`config.mk`:
```
export PLATFORM = sky130hd
export DESIGN_NAME = zbt_sram
export DESIGN_NICKNAME = d
export VERILOG_FILES = /design/src/rtl/zbt_pkg.sv /design/src/rtl/zbt_lane.sv /design/src/rtl/zbt_burst.sv /design/src/rtl/zbt_sram.sv
export SDC_FILE = /design/constraint.sdc
export NUM_CORES = 2
export LEC_CHECK = 0
export BUFFER_PORTS_ARGS = -buffer_cell sky130_fd_sc_hd__buf_2
export CAP_MARGIN = 20
export CORE_MARGIN = 2
export CORE_UTILIZATION = 50
export CTS_BUF_LIST = sky130_fd_sc_hd__clkbuf_16
export CTS_CLUSTER_DIAMETER = 120
export DETAILED_ROUTE_END_ITERATION = 8
export PLACE_DENSITY_LB_ADDON = 0.05
export SKIP_LAST_GASP = 1
export SYNTH_ARGS = -nofsm -noshare
export SYNTH_HDL_FRONTEND = slang
export SYNTH_MEMORY_MAX_BITS = 65536
export SYNTH_SLANG_ARGS = --single-unit
```
`constraint.sdc`:
```
create_clock -name clk_i -period 3.3 [get_ports clk_i]
set_input_delay 0.33 -clock clk_i [delete_from_list [all_inputs] [get_ports clk_i]]
set_output_delay 0.33 -clock clk_i [all_outputs]
set_load 0.05 [all_outputs]
```
`src/rtl/zbt_pkg.sv`:
```
package zbt_pkg;
  typedef enum logic {
    ORD_INTLV = 1'b0,
    ORD_LIN   = 1'b1
  } burst_ord_e;

  function automatic logic [1:0] beat_low(input logic [1:0] start, input logic [1:0] beat,
                                          input burst_ord_e ord);
    beat_low = (ord == ORD_LIN) ? start + beat : start ^ beat;
  endfunction
endpackage

```
`src/rtl/zbt_lane.sv`:
```
module zbt_lane #(
  parameter int ADDR_W = 8,
  parameter int LANE_W = 9
) (
  input  logic              clk_i,
  input  logic              we_i,
  input  logic [ADDR_W-1:0] addr_i,
  input  logic [LANE_W-1:0] wdata_i,
  output logic [LANE_W-1:0] rdata_o
);
  localparam int Depth = 1 << ADDR_W;

  logic [LANE_W-1:0] mem_q [Depth];

  always_ff @(posedge clk_i) begin
    if (we_i) mem_q[addr_i] <= wdata_i;
  end

  assign rdata_o = mem_q[addr_i];
endmodule

```
`src/rtl/zbt_burst.sv`:
```
module zbt_burst
  import zbt_pkg::*;
#(
  parameter int ADDR_W = 8
) (
  input  logic              clk_i,
  input  logic              rst_ni,
  input  logic              en_i,
  input  logic              load_i,
  input  logic              start_i,
  input  logic              wr_i,
  input  logic              lin_i,
  input  logic [ADDR_W-1:0] addr_i,
  output logic              act_o,
  output logic              wr_o,
  output logic [ADDR_W-1:0] addr_o
);
  logic [ADDR_W-1:0] base_q;
  logic [1:0]        beat_q;
  burst_ord_e        ord_q;
  logic              act_q, wr_q;

  always_ff @(posedge clk_i or negedge rst_ni) begin
    if (!rst_ni) begin
      base_q <= '0;
      beat_q <= '0;
      ord_q  <= ORD_LIN;
      act_q  <= 1'b0;
      wr_q   <= 1'b0;
    end else if (en_i) begin
      if (load_i) begin
        act_q <= start_i;
        if (start_i) begin
          base_q <= addr_i;
          beat_q <= '0;
          ord_q  <= lin_i ? ORD_LIN : ORD_INTLV;
          wr_q   <= wr_i;
        end
      end else if (act_q) begin
        beat_q <= beat_q + 2'd1;
      end
    end
  end

  assign act_o  = act_q;
  assign wr_o   = wr_q;
  assign addr_o = {base_q[ADDR_W-1:2], beat_low(base_q[1:0], beat_q, ord_q)};

  // advancing never leaves the 4-word block
  a_r10_block_held: assert property (@(posedge clk_i) disable iff (!rst_ni)
    (en_i && !load_i && act_q) |=> addr_o[ADDR_W-1:2] == $past(addr_o[ADDR_W-1:2]));
  // linear order steps the low bits by one
  a_r8_lin_step: assert property (@(posedge clk_i) disable iff (!rst_ni)
    (en_i && !load_i && act_q && ord_q == ORD_LIN) |=> addr_o[1:0] == $past(addr_o[1:0]) + 2'd1);
  // interleaved offset from start counts up by one
  a_r9_intlv_step: assert property (@(posedge clk_i) disable iff (!rst_ni)
    (en_i && !load_i && act_q && ord_q == ORD_INTLV)
    |=> (addr_o[1:0] ^ base_q[1:0]) == $past(addr_o[1:0] ^ base_q[1:0]) + 2'd1);
endmodule

```
`src/rtl/zbt_sram.sv`:
```
module zbt_sram #(
  parameter int ADDR_W = 8,
  parameter int LANE_W = 9,
  parameter int LANES  = 2
) (
  input  logic                    clk_i,
  input  logic                    rst_ni,
  input  logic                    clk_en_ni,
  input  logic [1:0]              csel_ni,
  input  logic                    csel_i,
  input  logic                    adv_i,
  input  logic                    wr_i,
  input  logic [LANES-1:0]        be_i,
  input  logic                    lin_i,
  input  logic [ADDR_W-1:0]       addr_i,
  input  logic [LANES*LANE_W-1:0] wdata_i,
  input  logic                    oe_ni,
  output logic [LANES*LANE_W-1:0] rdata_o,
  output logic                    rdata_oe_o
);
  logic              en, load, sel_ok;
  logic              pend_v_q, pend_wr_q;
  logic [LANES-1:0]  pend_be_q;
  logic              burst_act, burst_wr;
  logic [ADDR_W-1:0] cur_addr;
  logic              commit;

  assign en     = !clk_en_ni;
  assign load   = !adv_i;
  assign sel_ok = !csel_ni[0] && !csel_ni[1] && csel_i;

  zbt_burst #(.ADDR_W(ADDR_W)) i_burst (
    .clk_i   (clk_i),
    .rst_ni  (rst_ni),
    .en_i    (en),
    .load_i  (load),
    .start_i (sel_ok),
    .wr_i    (wr_i),
    .lin_i   (lin_i),
    .addr_i  (addr_i),
    .act_o   (burst_act),
    .wr_o    (burst_wr),
    .addr_o  (cur_addr)
  );

  // data-cycle state of the command captured at the last enabled edge
  always_ff @(posedge clk_i or negedge rst_ni) begin
    if (!rst_ni) begin
      pend_v_q  <= 1'b0;
      pend_wr_q <= 1'b0;
      pend_be_q <= '0;
    end else if (en) begin
      pend_v_q  <= load ? sel_ok : burst_act;
      pend_wr_q <= load ? wr_i : burst_wr;
      pend_be_q <= be_i;
    end
  end

  assign commit = en && pend_v_q && pend_wr_q;

  for (genvar k = 0; k < LANES; k++) begin : g_lane
    zbt_lane #(.ADDR_W(ADDR_W), .LANE_W(LANE_W)) i_lane (
      .clk_i   (clk_i),
      .we_i    (commit && pend_be_q[k]),
      .addr_i  (cur_addr),
      .wdata_i (wdata_i[k*LANE_W +: LANE_W]),
      .rdata_o (rdata_o[k*LANE_W +: LANE_W])
    );
  end

  assign rdata_oe_o = pend_v_q && !pend_wr_q && !oe_ni;

  a_r3_frozen: assert property (@(posedge clk_i) disable iff (!rst_ni)
    clk_en_ni |=> $stable(pend_v_q) && $stable(pend_wr_q) && $stable(cur_addr));
  a_r5_quiet_after_write: assert property (@(posedge clk_i) disable iff (!rst_ni)
    (en && load && sel_ok && wr_i) |=> !rdata_oe_o);
  a_r5_quiet_after_desel: assert property (@(posedge clk_i) disable iff (!rst_ni)
    (en && load && !sel_ok) |=> !rdata_oe_o);
  a_r6_oe_gate: assert property (@(posedge clk_i) disable iff (!rst_ni)
    oe_ni |-> !rdata_oe_o);
  a_r1_read_drives: assert property (@(posedge clk_i) disable iff (!rst_ni)
    (en && load && sel_ok && !wr_i) |=> (rdata_oe_o || oe_ni));
  a_r10_idle_advance: assert property (@(posedge clk_i) disable iff (!rst_ni)
    (en && !load && !burst_act) |=> !rdata_oe_o);
endmodule

```
==> run_results.csv <==
group,metric,value,unit
outcome,outcome,"finished, violations left",
outcome,violations,"slew limit, setup timing",
power_and_ir_drop,power_leakage,76.5,nW
worst_setup_path,cp-start-kind,"flip-flop",
sta,max-slew-margin-rel,-0.186,
yosys,synthFlopType,"edfxtp_1",
sta,hold-worst-slack,0.0638,ns
clock_tree,clockBufferDepth,4,
worst_setup_path,timing.rr.start,"i_burst.beat_q[0]",
sta,worstMarginPinSlew,1.78,ns
route,post_drt_wl_per_cell,30.6,microns
floorplanning,die_y,613,microns
yosys,ys_async_sr_fraction,0.00346,
worst_setup_path,cp_max_fo,18,
placed_design,place_inst,17500,
yosys,synth_edf_count,4608,
layout,drive_gt1_frac,0.240,
job,max_cap_viol_count,0,
hold_path,holdCritStartpoint,"csel_i",
power_and_ir_drop,power_density,737,mW/mm^2
layout,finish.utilization,0.610,
global_route,overflow,0,
yosys,synth_cells,11800,
route,via_count,114000,
sta,post-route-min-period,5.22,ns
yosys,yosysMostFrequentCell,"edfxtp_1",
power_and_ir_drop,vdd_drop_max,0.535,mV
clock_tree,cts_root_buf,"clkbuf_16",
worst_setup_path,r2r_cells,12,
clock_tree,clkLatencyLatePin,1.00,ns
sta,fin_skew,0.0434,ns
sta,setup_viol,45,
floorplanning,coreArea,0.369,sq mm
sta,report.final.slew_viol_count,108,
worst_setup_path,r2r_end,"g_lane[0].i_lane.mem_q[38][2]",
route,totalWireLength,568000,microns
yosys,synth.top_cells.by_area,"edfxtp_1, mux4_2, mux2i_1",
clock_tree,cts_buffers,472,
placed_design,routabilityCongestion,0.874,
yosys,synth_top_area_frac,0.747,
global_route,grt_pass1_vias,112000,
hold_path,min_path_type,"in -> reg",
route,drt_pre_antenna_iters,6,
yosys,syn-cell-area,0.185,sq mm
yosys,seq_area_frac_synth,0.750,
global_route,track_usage,0.296,
layout,stdcell_area,0.225,sq mm
global_route,antenna_found_initial,26,
sta,final.setup.worst_slack,-1.92,ns
floorplanning,die_width,613,microns
sta,rsz0062_at_grt,"yes",
yosys,ys_ff_latch,4624,
global_route,grt_max_degree,120,
worst_setup_path,arrival,4.89,ns
worst_setup_path,required,2.97,ns
clock_tree,clock_sinks,4624,
route,viasPerCell,6.14,
layout,final_nets,13300,
route,drc,0,
yosys,synth_top_area_cell,"edfxtp_1",
yosys,syn_area_per_cell,15.7,sq um
hold_path,hold_path_depth,3,
yosys,synthTopCellsByCount,"edfxtp_1, nand2_1, nor2_1",
clock_tree,cts-htree-levels,5,
clock_tree,tritoncts,"yes",
power_and_ir_drop,power.total,166,mW
clock_tree,path_clk_slew,0.06,ns
worst_setup_path,path_class,"reg -> out",
yosys,syn-num-nets,11800,
placed_design,dpl_cell_area,0.205,sq mm
placed_design,io_buffers,56,
layout,areaGrowthSynthToFinish,21.5,%
yosys,yosysWarnings,0,
floorplanning,start_util,0.502,
sta,achievable-frequency,0.191,GHz
global_route,grt_pass1_wl,801000,microns
worst_setup_path,ff2ff_setup_slack,-0.02,ns
floorplanning,dieArea,0.375,sq mm
layout,stdcell_count,18600,
yosys,synth.distinct_cells,56,
placed_design,dpl.hpwl,360000,microns
route,drt_iter0_markers,14000,
worst_setup_path,endpoint_kind,"output port",
floorplanning,ios,57,
hold_path,holdPathEnd,"i_burst.act_o",
route,ant_nets,0,
sta,fin_crit_sh,1.58,
floorplanning,row_count,223,
sta,hold_violations,0,
-- final cells by class --
type,count,area (sq um)
multi-input combinational,6307,45700
antenna,8,20.0
inverter,6,27.5
clock buffer,476,11900
timing repair buffer,1803,18900
sequential,4624,139000
tap,4950,6190
fill,27200,144000
clock inverter,402,3440
-- registers in the layout, summed over array words and instances, names as in the netlist --
| signal | count |
|---|---|
| g_lane.i_lane.mem_q | 4608 |
| i_burst.beat_q | 2 |
| pend_be_q | 2 |
| i_burst.wr_o | 1 |
| i_burst.ord_q | 1 |
| i_burst.act_o | 1 |
| i_burst.base_q | 8 |
| pend_wr_q | 1 |
-- kinds of logic after synthesis --
logic type               count (synthesis)  synth area share
AO/OA/AOI/OAI                         1615            0.0593
XOR/XNOR                                 4          0.000331
adder cells (fa/ha/maj)                  1         0.0000676
buffers and inverters                  827            0.0191
flip-flops                            4624             0.750
multiplexers                          1127            0.0885
AND/OR/NAND/NOR                       3560            0.0832
-- power by group --
group	internal [mW]	switching (mW)	total [mW]
registers	64.6	0.0624	64.7
clock network	30.3	22.7	53.0
logic	20.2	27.9	48.0
-- cell usage in the layout (no fill, tap or decap), types with 52 or more instances in the layout --
| cell | instances |
|---|---|
| buf_6 | 52 |
| nand2_1 | 1512 |
| mux4_2 | 405 |
| inv_1 | 98 |
| edfxtp_1 | 4608 |
| a21oi_1 | 343 |
| clkinv_1 | 104 |
| a32oi_1 | 85 |
| buf_4 | 1297 |
| a31oi_1 | 90 |
| nor2_4 | 136 |
| o21ai_0 | 231 |
| buf_12 | 295 |
| nor3_1 | 432 |
| bufinv_16 | 53 |
| a22oi_1 | 158 |
| o221ai_1 | 96 |
| mux2i_1 | 696 |
| nand3_1 | 283 |
| clkinv_2 | 93 |
| o211ai_1 | 93 |
| nand4_1 | 158 |
| o22ai_1 | 160 |
| clkbuf_16 | 499 |
| a311oi_1 | 116 |
| nor4_1 | 92 |
| nor2_1 | 665 |
-- through the flow --
step	setup WS [ns]	TNS (ns)
after CTS	-1.90	-32.88
after floorplan	-0.0843	-0.800
final	-1.92	-31.77
after detailed placement	-1.39	-534.19
after global routing	-1.95	-41.44
after global placement	-1.39	-467.51
-- how the worst max path moves through the flow --
| stage | start | end |
|---|---|---|
| finish | i_burst.beat_q[0] | rdata_o[7] |
| global route | i_burst.beat_q[0] | rdata_o[7] |
| global placement | i_burst.beat_q[0] | rdata_o[2] |
| CTS | i_burst.beat_q[0] | rdata_o[14] |
| detailed placement | i_burst.beat_q[0] | rdata_o[5] |
| floorplan | i_burst.beat_q[0] | rdata_o[15] |
-- critical path, stage by stage, from the launching register on --
cell	delay, ns
dfrtp_1	0.41
ha_4	0.33
nand2b_1	0.33
or2_2	0.34
nor2_4	0.08
buf_4	0.24
nand3_1	0.11
nand4_1	0.19
nor4b_4	0.36
buf_4	0.20
nand4_1	0.17
buf_4	0.22
a311oi_4	0.54
buf_12	0.20
buf_12	0.13
-- routing by layer --
layer,up-vias,part of all wire,GRT usage
met4,8,0.047,0.124
met5,-,0.000099,0
met2,5170,0.48,0.478
li1,49300,-,-
met3,1008,0.076,0.0411
met1,58600,0.40,0.408
-- repair_timing --
item,CTS,global route
pin swaps,47,116
hold buffers,46,0
setup endpoints to repair,1700,769
setup buffers,32,71
gates resized for setup,337,280
cloned,11,24
hold endpoints to repair,1003,0
(Power assumes the default switching activity.)
